==> config.mk <==
export PLATFORM = sky130hd
export DESIGN_NAME = rmw_line_lock
export DESIGN_NICKNAME = d
export VERILOG_FILES = /design/src/rtl/rmw_line_lock.sv
export SDC_FILE = /design/constraint.sdc
export NUM_CORES = 1
export LEC_CHECK = 0
export ABC_CLOCK_PERIOD_IN_PS = 6500
export BUFFER_PORTS_ARGS = -buffer_cell sky130_fd_sc_hd__buf_2
export CORE_UTILIZATION = 40
export CTS_CLUSTER_DIAMETER = 40
export DETAILED_ROUTE_END_ITERATION = 10
export GPL_TIMING_DRIVEN = 0
export PLACE_DENSITY = 0.65
export SLEW_MARGIN = 25
export SYNTH_ARGS = -nofsm -noshare
export SYNTH_HDL_FRONTEND = slang
export SYNTH_SLANG_ARGS = --single-unit
==> constraint.sdc <==
create_clock -name clk -period 6.5 [get_ports clk]
set_clock_uncertainty 0.05 [all_clocks]
set_input_delay 0.65 -clock clk [delete_from_list [all_inputs] [get_ports clk]]
set_output_delay 0.65 -clock clk [all_outputs]
set_load 0.005 [all_outputs]
==> src/rtl/rmw_line_lock.sv <==
module rmw_line_lock #(
  parameter int AW         = 32,
  parameter int DW         = 32,
  parameter int LINE_BYTES = 64,
  parameter int QDEPTH     = 4
) (
  input  logic          clk,
  input  logic          rst_n,
  input  logic          req_valid,
  output logic          req_ready,
  input  logic [1:0]    req_cmd,
  input  logic [AW-1:0] req_addr,
  input  logic [DW-1:0] req_wdata,
  output logic          rsp_valid,
  output logic [2:0]    rsp_kind,
  output logic [DW-1:0] rsp_data,
  input  logic          snp_valid,
  input  logic [AW-1:0] snp_addr,
  output logic          snp_ready,
  output logic          snp_defer,
  output logic [AW-1:0] arr_addr,
  input  logic          arr_hit,
  input  logic [DW-1:0] arr_rdata,
  output logic          arr_we,
  output logic [DW-1:0] arr_wdata,
  output logic          fetch_valid,
  output logic [AW-1:0] fetch_addr,
  input  logic          fill_valid,
  input  logic [DW-1:0] fill_data,
  output logic          lock_busy,
  output logic          lock_err
);
  localparam int OFS = $clog2(LINE_BYTES);
  localparam int PW  = (QDEPTH > 1) ? $clog2(QDEPTH) : 1;
  localparam int CW  = $clog2(QDEPTH + 1);
  localparam logic [1:0] C_RD = 2'd0, C_WR = 2'd1, C_LRD = 2'd2, C_LWR = 2'd3;
  localparam logic [1:0] Q_SNP = 2'd2;
  localparam logic [2:0] K_RD = 3'd1, K_WR = 3'd2, K_LRD = 3'd3, K_LWR = 3'd4, K_SNP = 3'd5;

  typedef enum logic [1:0] {S_IDLE, S_FETCH, S_LOCK, S_REPLAY} st_t;
  st_t st;

  logic [AW-1:0] pend;
  logic          locked;
  logic [1:0]    qk [QDEPTH];
  logic [DW-1:0] qd [QDEPTH];
  logic [PW-1:0] rp, wp;
  logic [CW-1:0] cnt;

  wire [AW-1:0] req_line = {req_addr[AW-1:OFS], {OFS{1'b0}}};
  wire [AW-1:0] snp_line = {snp_addr[AW-1:OFS], {OFS{1'b0}}};
  wire req_on_lock = (req_line == pend);
  wire full        = (cnt == CW'(QDEPTH));
  wire defer_snp   = snp_valid && locked && (snp_line == pend);
  wire snp_push    = defer_snp && !full;

  assign snp_defer = defer_snp;
  assign snp_ready = !(defer_snp && full);

  always_comb begin
    case (st)
      S_IDLE:  req_ready = 1'b1;
      S_LOCK:  if (req_cmd == C_LWR || (req_on_lock && req_cmd == C_LRD)) req_ready = 1'b1;
               else req_ready = req_on_lock && !full && !snp_push;
      default: req_ready = 1'b0;
    endcase
  end

  wire acc      = req_valid && req_ready;
  wire req_push = acc && st == S_LOCK && req_on_lock && (req_cmd == C_RD || req_cmd == C_WR);
  wire unlock   = acc && st == S_LOCK && req_cmd == C_LWR && req_on_lock;
  wire pop      = (st == S_REPLAY) && (cnt != '0);
  wire push     = req_push || snp_push;
  wire [1:0]    head_k = qk[rp];
  wire [DW-1:0] head_d = qd[rp];

  assign arr_addr    = (st == S_IDLE) ? req_line : pend;
  assign arr_we      = (st == S_IDLE && acc && req_cmd == C_WR) || (st == S_FETCH && fill_valid)
                     || unlock || (pop && head_k == C_WR);
  assign arr_wdata   = (st == S_FETCH) ? fill_data : (st == S_REPLAY) ? head_d : req_wdata;
  assign fetch_valid = (st == S_FETCH);
  assign fetch_addr  = pend;
  assign lock_busy   = locked;

  always_ff @(posedge clk) begin
    if (push) begin
      qk[wp] <= req_push ? req_cmd : Q_SNP;
      qd[wp] <= req_wdata;
    end
  end

  always_ff @(posedge clk) begin
    if (!rst_n) begin
      rp <= '0; wp <= '0; cnt <= '0;
    end else begin
      if (push) wp <= (wp == PW'(QDEPTH - 1)) ? '0 : wp + PW'(1);
      if (pop)  rp <= (rp == PW'(QDEPTH - 1)) ? '0 : rp + PW'(1);
      cnt <= cnt + CW'(push) - CW'(pop);
    end
  end

  always_ff @(posedge clk) begin
    if (!rst_n) begin
      st <= S_IDLE; pend <= '0; locked <= 1'b0;
      rsp_valid <= 1'b0; rsp_kind <= '0; rsp_data <= '0; lock_err <= 1'b0;
    end else begin
      rsp_valid <= 1'b0; rsp_kind <= '0; rsp_data <= '0; lock_err <= 1'b0;
      case (st)
        S_IDLE: if (acc) begin
          case (req_cmd)
            C_RD: if (arr_hit) begin
                    rsp_valid <= 1'b1; rsp_kind <= K_RD; rsp_data <= arr_rdata;
                  end else begin
                    st <= S_FETCH; pend <= req_line;
                  end
            C_WR: begin rsp_valid <= 1'b1; rsp_kind <= K_WR; end
            C_LRD: begin
              pend <= req_line; locked <= 1'b1;
              if (arr_hit) begin
                rsp_valid <= 1'b1; rsp_kind <= K_LRD; rsp_data <= arr_rdata; st <= S_LOCK;
              end else st <= S_FETCH;
            end
            default: lock_err <= 1'b1;
          endcase
        end
        S_FETCH: if (fill_valid) begin
          rsp_valid <= 1'b1; rsp_kind <= locked ? K_LRD : K_RD; rsp_data <= fill_data;
          st <= locked ? S_LOCK : S_IDLE;
        end
        S_LOCK: if (acc) begin
          if (unlock) begin
            rsp_valid <= 1'b1; rsp_kind <= K_LWR;
            if (cnt != '0 || snp_push) st <= S_REPLAY;
            else begin st <= S_IDLE; locked <= 1'b0; end
          end else if (req_cmd == C_LWR || req_cmd == C_LRD) lock_err <= 1'b1;
        end
        default: if (pop) begin
          rsp_valid <= 1'b1;
          rsp_kind  <= (head_k == C_RD) ? K_RD : (head_k == C_WR) ? K_WR : K_SNP;
          rsp_data  <= (head_k == C_RD) ? arr_rdata : '0;
          if (cnt == CW'(1) && !snp_push) begin st <= S_IDLE; locked <= 1'b0; end
        end else begin
          st <= S_IDLE; locked <= 1'b0;
        end
      endcase
    end
  end


  no_overflow_chk: assert property (@(posedge clk) disable iff (!rst_n) cnt <= CW'(QDEPTH));

  lrd_hit_nofetch_chk: assert property (@(posedge clk) disable iff (!rst_n)
    (st == S_IDLE && acc && req_cmd == C_LRD && arr_hit) |=> (!fetch_valid && lock_busy && rsp_kind == K_LRD));

  single_lrd_rsp_chk: assert property (@(posedge clk) disable iff (!rst_n)
    ($past(st) == S_REPLAY) |-> !(rsp_valid && rsp_kind == K_LRD));

  stall_other_chk: assert property (@(posedge clk) disable iff (!rst_n)
    (lock_busy && req_valid && req_ready) |-> (req_on_lock || req_cmd == C_LWR));

  unlock_last_chk: assert property (@(posedge clk) disable iff (!rst_n)
    $fell(lock_busy) |-> (cnt == '0 && rsp_valid));

  defer_queued_chk: assert property (@(posedge clk) disable iff (!rst_n)
    (snp_defer && snp_ready) |=> (cnt != '0));

  err_no_rsp_chk: assert property (@(posedge clk) disable iff (!rst_n) lock_err |-> !rsp_valid);
endmodule

**Yosys cells after proc, flatten, opt, wreduce, memory -nomap -nowiden**

Memories as Yosys holds them, arrays and structs flattened. A register that Yosys moved wholly into a read port is not among the register bits.
Cells that the tools add are included.

- Add/subtract/negate cells: 4
- $mul: 0
- Divide/modulo/power cells: 0
- Magnitude comparators: 0
- Equality and inequality tests: 24
- Shift-type cells: 0
- Multiplexer cells: 69
- Bitwise logic cells: 1
- Reductions and logical operators: 40

Operator list:

| operator | count |
|---|---|
| $mux 32 | 10 |
| $pmux 32 s3 | 1 |
| $eq 32x32->1 | 2 |
| $pmux 32 s2 | 1 |
| $mux 2 | 21 |
| $mux 1 | 22 |
| $logic_and 1x1->1 | 19 |
| $mux 3 | 5 |
| $reduce_and 7->1 | 2 |
| $eq 2x2->1 const B | 6 |
| $pmux 2 s3 | 2 |
| $ne 2x2->1 const B | 5 |
| $pmux 3 s3 | 1 |
| $logic_or 1x1->1 | 8 |
| $eq 2x1->1 const B | 3 |
| $logic_not 2->1 | 3 |
| $pmux 1 s2 | 3 |
| $pmux 1 s3 | 2 |
| $ne 5x2->1 const B | 1 |
| $add 2x1->2 const B | 2 |
| $ne 2x1->1 const B | 2 |
| $ne 4x1->1 const B | 1 |
| $pmux 2 s2 | 1 |
| $reduce_and 4->1 | 1 |
| 12 further kinds | 14 |

- Register bits: 79
- Bits in latches: 0
- RAM bits: 136
- Bits in read-only memories: 0
- Bits of input ports: 168
- Output and inout bits: 139
- Word-level logic and storage cells: 150
- Memories kept: 2

Memory list:

| name | depth | bits a word | rd ports | clocked after Yosys merged registers in | write ports | line | source |
|---|---|---|---|---|---|---|---|
| qd | 4 | 32 | 1 | 1 | 1 | 46 | `logic [DW-1:0] qd [QDEPTH];` |
| qk | 4 | 2 | 1 | 1 | 1 | 45 | `logic [1:0] qk [QDEPTH];` |

**Depth between registers and ports, before layout**

- Word-level depth: 14
- Depth in mapped cells: 14
- Mapped depth without buffers: 12

**Worst setup path before layout**

OpenSTA, ideal clock, no wires.

- Path kind: input to register
- Start: in req_addr[8]
- End: reg cnt[2]
- Library setup time: 0.115 ns
- Data arrival time: 2.941 ns
- Path slack: 3.394 ns
- Cell stages on the path: 13
- Buffers on the path: 1
- Cells stage by stage: xor2_1 -> nor4_1 -> nand4_1 -> a2bb2o_1 -> buf_2 -> inv_1 -> ha_1 -> inv_1 -> ha_1 -> fa_1 -> xor2_1 -> xnor2_1 -> and2_1

- Cells in the longest elaborated chain, start to end: 12
- Elaborated cells between the ends (all ways): 14
- Classes of those cells: add/sub: 2; eq/ne: 1; mux: 2; reduce/logical: 9

RTL lines:

| what | line | source |
|---|---|---|
| from (decl) | 12 | `input logic [AW-1:0] req_addr,` |
| $eq 32x32->1 * | 52 | `wire req_on_lock = (req_line == pend);` |
| $logic_and 1x1->1 (on tied branches) | 64, 63 |  |
| $logic_and 1x1->1 or $logic_or 1x1->1 (tied branches) | 64, 63 |  |
| $mux 1 | 63 | `S_LOCK: if (req_cmd == C_LWR \|\| (req_on_lock && req_cmd == C_LRD)) req_ready = 1'b1;` |
| $pmux 1 s2 | 61 | `case (st)` |
| $logic_and 1x1->1 | 69 | `wire acc = req_valid && req_ready;` |
| $logic_and 1x1->1 | 70 | `wire req_push = acc && st == S_LOCK && req_on_lock && (req_cmd == C_RD \|\| req_cmd == C_WR);` |
| $logic_and 1x1->1 * (2 in series) | 70 |  |
| $logic_or 1x1->1 * | 73 | `wire push = req_push \|\| snp_push;` |
| $add 3x1->3 * | 98 | `cnt <= cnt + CW'(push) - CW'(pop);` |
| $sub 3x1->3 * | 98 |  |
| to (signal assigned) | 98 |  |
| to (decl) | 48 | `logic [CW-1:0] cnt;` |

Every way passes the cells marked *; elsewhere a longest branch is shown, timed or not.
A chain may end at the register's enable or synchronous reset.

**Worst setup path after layout**

- Start: reg st[1]
- End: out arr_addr[25]

- Cells in the longest elaborated chain, start to end: 2

RTL lines:

| what | line | source |
|---|---|---|
| from (decl) | 41 | `st_t st;` |
| from (signal assigned) | 128 | `st <= locked ? S_LOCK : S_IDLE;` |
| $logic_not 2->1 | 77 | `assign arr_addr = (st == S_IDLE) ? req_line : pend;` |
| $mux 32 | 77 |  |
| to (decl) | 21 | `output logic [AW-1:0] arr_addr,` |

Every way passes these cells.

==> flow_summary.ini <==
[outcome]
status = finished, final reports clean

[placement]
place_ws_ns = 2.81
port_buffers = 280
dp.cells = 1364
dp_hpwl_um = 18900
postPlaceCellArea_um2 = 11600
gp_congestion = 0.816

[pwr]
finalPower_mw = 3.66
powerDensity_nw_per_um2 = 285
p_leak_nw = 5.06
ir_drop_mv = 0.253

[logic_synthesis]
ys_types = 53
synth_edf_count = 136
synth_xor_area_share_pct = 4.88
synth_top_family_by_area = multiplexers
synth.mux.area_fraction_pct = 14.4
synth-warning-count = 0
synthSimpleGateAreaFrac_pct = 9.82
synth_compound_area_share_pct = 8.70
synth_ff_type = edfxtp_1
ys_seq_area_share_pct = 57.6
synthCells = 750
synth_area_um2 = 9700
synth_fa_ha_area_share_pct = 1.11
synth-async-reset-ratio_pct = 0
syn_avg_cell_area_um2 = 12.9
synth-seq-cells = 211

[layout]
regArea_um2 = 5590
area_growth_pct = 32.6
fillCellCount = 2047
multi_input_area_um2 = 3830
fin_nets = 1257
drive_above_1_share_pct = 39.8
mostFrequentLayoutCell = buf_2
layout_common_cells = buf_2 (290), edfxtp_1 (136), dfxtp_1 (75)
instances_no_fill = 1426
fin_util_pct = 54.4
fin_area_um2 = 12900

[route]
postRouteAntennaNets = 0
vias = 7194
firstDrtPassIters = 5
drt_iter0_markers = 498
wl_per_cell_um = 18.6
via_per_inst = 5.04
routed_wl_um = 26500
drc = 0

[clock_tree]
clock_sinks = 211
h-tree-depth = 2
ctsHoldBuffers = 0
ctsResizeCount = 0
clk_pin_slew_ns = 0.05
cts_tree = done
post-cts-setup-buffers = 0
worstSkewPairLatency_ns = 0.49
root_buffer = clkbuf_16
clk_path_buf_depth = 3
cts_inserted_buffers = 34

[global_route]
grt_max_degree = 24
overflow = 0
grt_pass1_wl_um = 39600
first_global_vias = 6967
antenna_found_initial = 1
grtUsageTotal_pct = 21.2

[sta]
setup_slack_ns = 3.01
whs_ns = 0.340
hold_viol_final = 0
maxSlewViolCount = 0
fin_crit_sh_pct = 53.7
tightest_slew_ns = 0.796
setup_viol = 0
tns_ns = 0
max_slew_margin_pct = 46.9
fmax_mhz = 286
period_needed_ns = 3.49
rsz0062_at_grt = false

[floorplan]
die_w_um = 158
start_util_pct = 41.1
rows = 56
die_h_um = 158
core_um2 = 23600
die_area_um2 = 24900
ioPinCount = 307

[setup_path]
end_kind = output pin
critPathLaunchType = flip-flop
path_class = reg2out
slowest_stage = buf_1
cp_top_family = buffers and inverters
crit_fanout = 10
crit_chain = buf_2, nor2_1, buf_1, buf_1, mux2_2, buf_2
path_buf_inv = 4
arrival_ns = 2.79
cpPeakStageDelay_ns = 0.59
required_ns = 5.80

[job]
cap_violations = 0

[min_path]
hp-class = in2reg
worst reg2reg max path: cells and delay by family (launching register included):
kind / cells / cell delay [ns]
fa+ha+maj: 3 / 0.85
compound gates: 1 / 0.33
xor+xnor: 3 / 0.47
flops: 1 / 0.37
buf+inv: 3 / 0.28
simple gates: 3 / 0.83
sequential cells by signal (all words and copies together), names as in the netlist, 2 cells and up, named ones only:
signal and count:
qk 8, rp 2, rsp_data 32, fetch_addr 26, st 2, rsp_kind 3, qd 128, wp 2
cnt 3
synthesized netlist by cell type (21+ instances only):
cell type    n  area (um2)
edfxtp_1   136        4080
nor2b_1     39         244
a21oi_1     38         190
clkbuf_1    32         120
mux4_2      34         766
nand2_1     62         233
a21boi_0    32         240
xnor2_1     21         184
dfxtp_1     75        1500
a22oi_1     32         240
xor2_1      33         289
mux2_2      27         304
mux2i_1     33         330
nor2_1      38         143
final timing paths:
check | start | endpoint | slack [ns] | depth (start not counted)
setup / recovery | st[1] | arr_addr[25] | 3.01 | 6
hold / removal | req_wdata[11] | qd[1][11] | 0.34 | 1
setup reg to reg | fetch_addr[8] | cnt[2] | 3.23 | 13
hold reg to reg | rp[1] | flip-flop | 0.45 | 2
area by class of cell:
cell class,count,share of cell area (%)
repair buffers,284,11.6
clock inverters,25,2.59
diodes,1,0.0195
inverters,9,0.263
multi-input cells,480,29.8
flip-flops and latches,211,43.5
plain buffers,61,2.32
well taps,319,3.11
clock buffers,36,6.84
logic make-up (layout without fill, tap and decap cells):
logic type	after synthesis	in the layout
XOR/XNOR	54	54
flip-flops	211	211
AO/OA/AOI/OAI	123	123
adder cells (fa/ha/maj)	8	8
buffers and inverters	70	415
other	1	13
multiplexers	94	94
AND/OR/NAND/NOR	189	189
per-layer routing:
metal | vias up | track usage [%] | part of all wire [%]
met5 | - | 0 | 0
met4 | 0 | 6.47 | 1.9
met3 | 37 | 3.81 | 5.4
met2 | 222 | 34.6 | 49
met1 | 3511 | 28.6 | 44
li1 | 3424 | - | -
report_power, final:
| group | switching [mW] | leakage, nW | internal (mW) |
|---|---|---|---|
| logic | 0.156 | 2.64 | 0.140 |
| registers | 0.0156 | 1.84 | 1.44 |
| clock network | 0.667 | 0.574 | 1.24 |
| total | 0.839 | 5.06 | 2.82 |
Power figures use the tool's default switching activity.
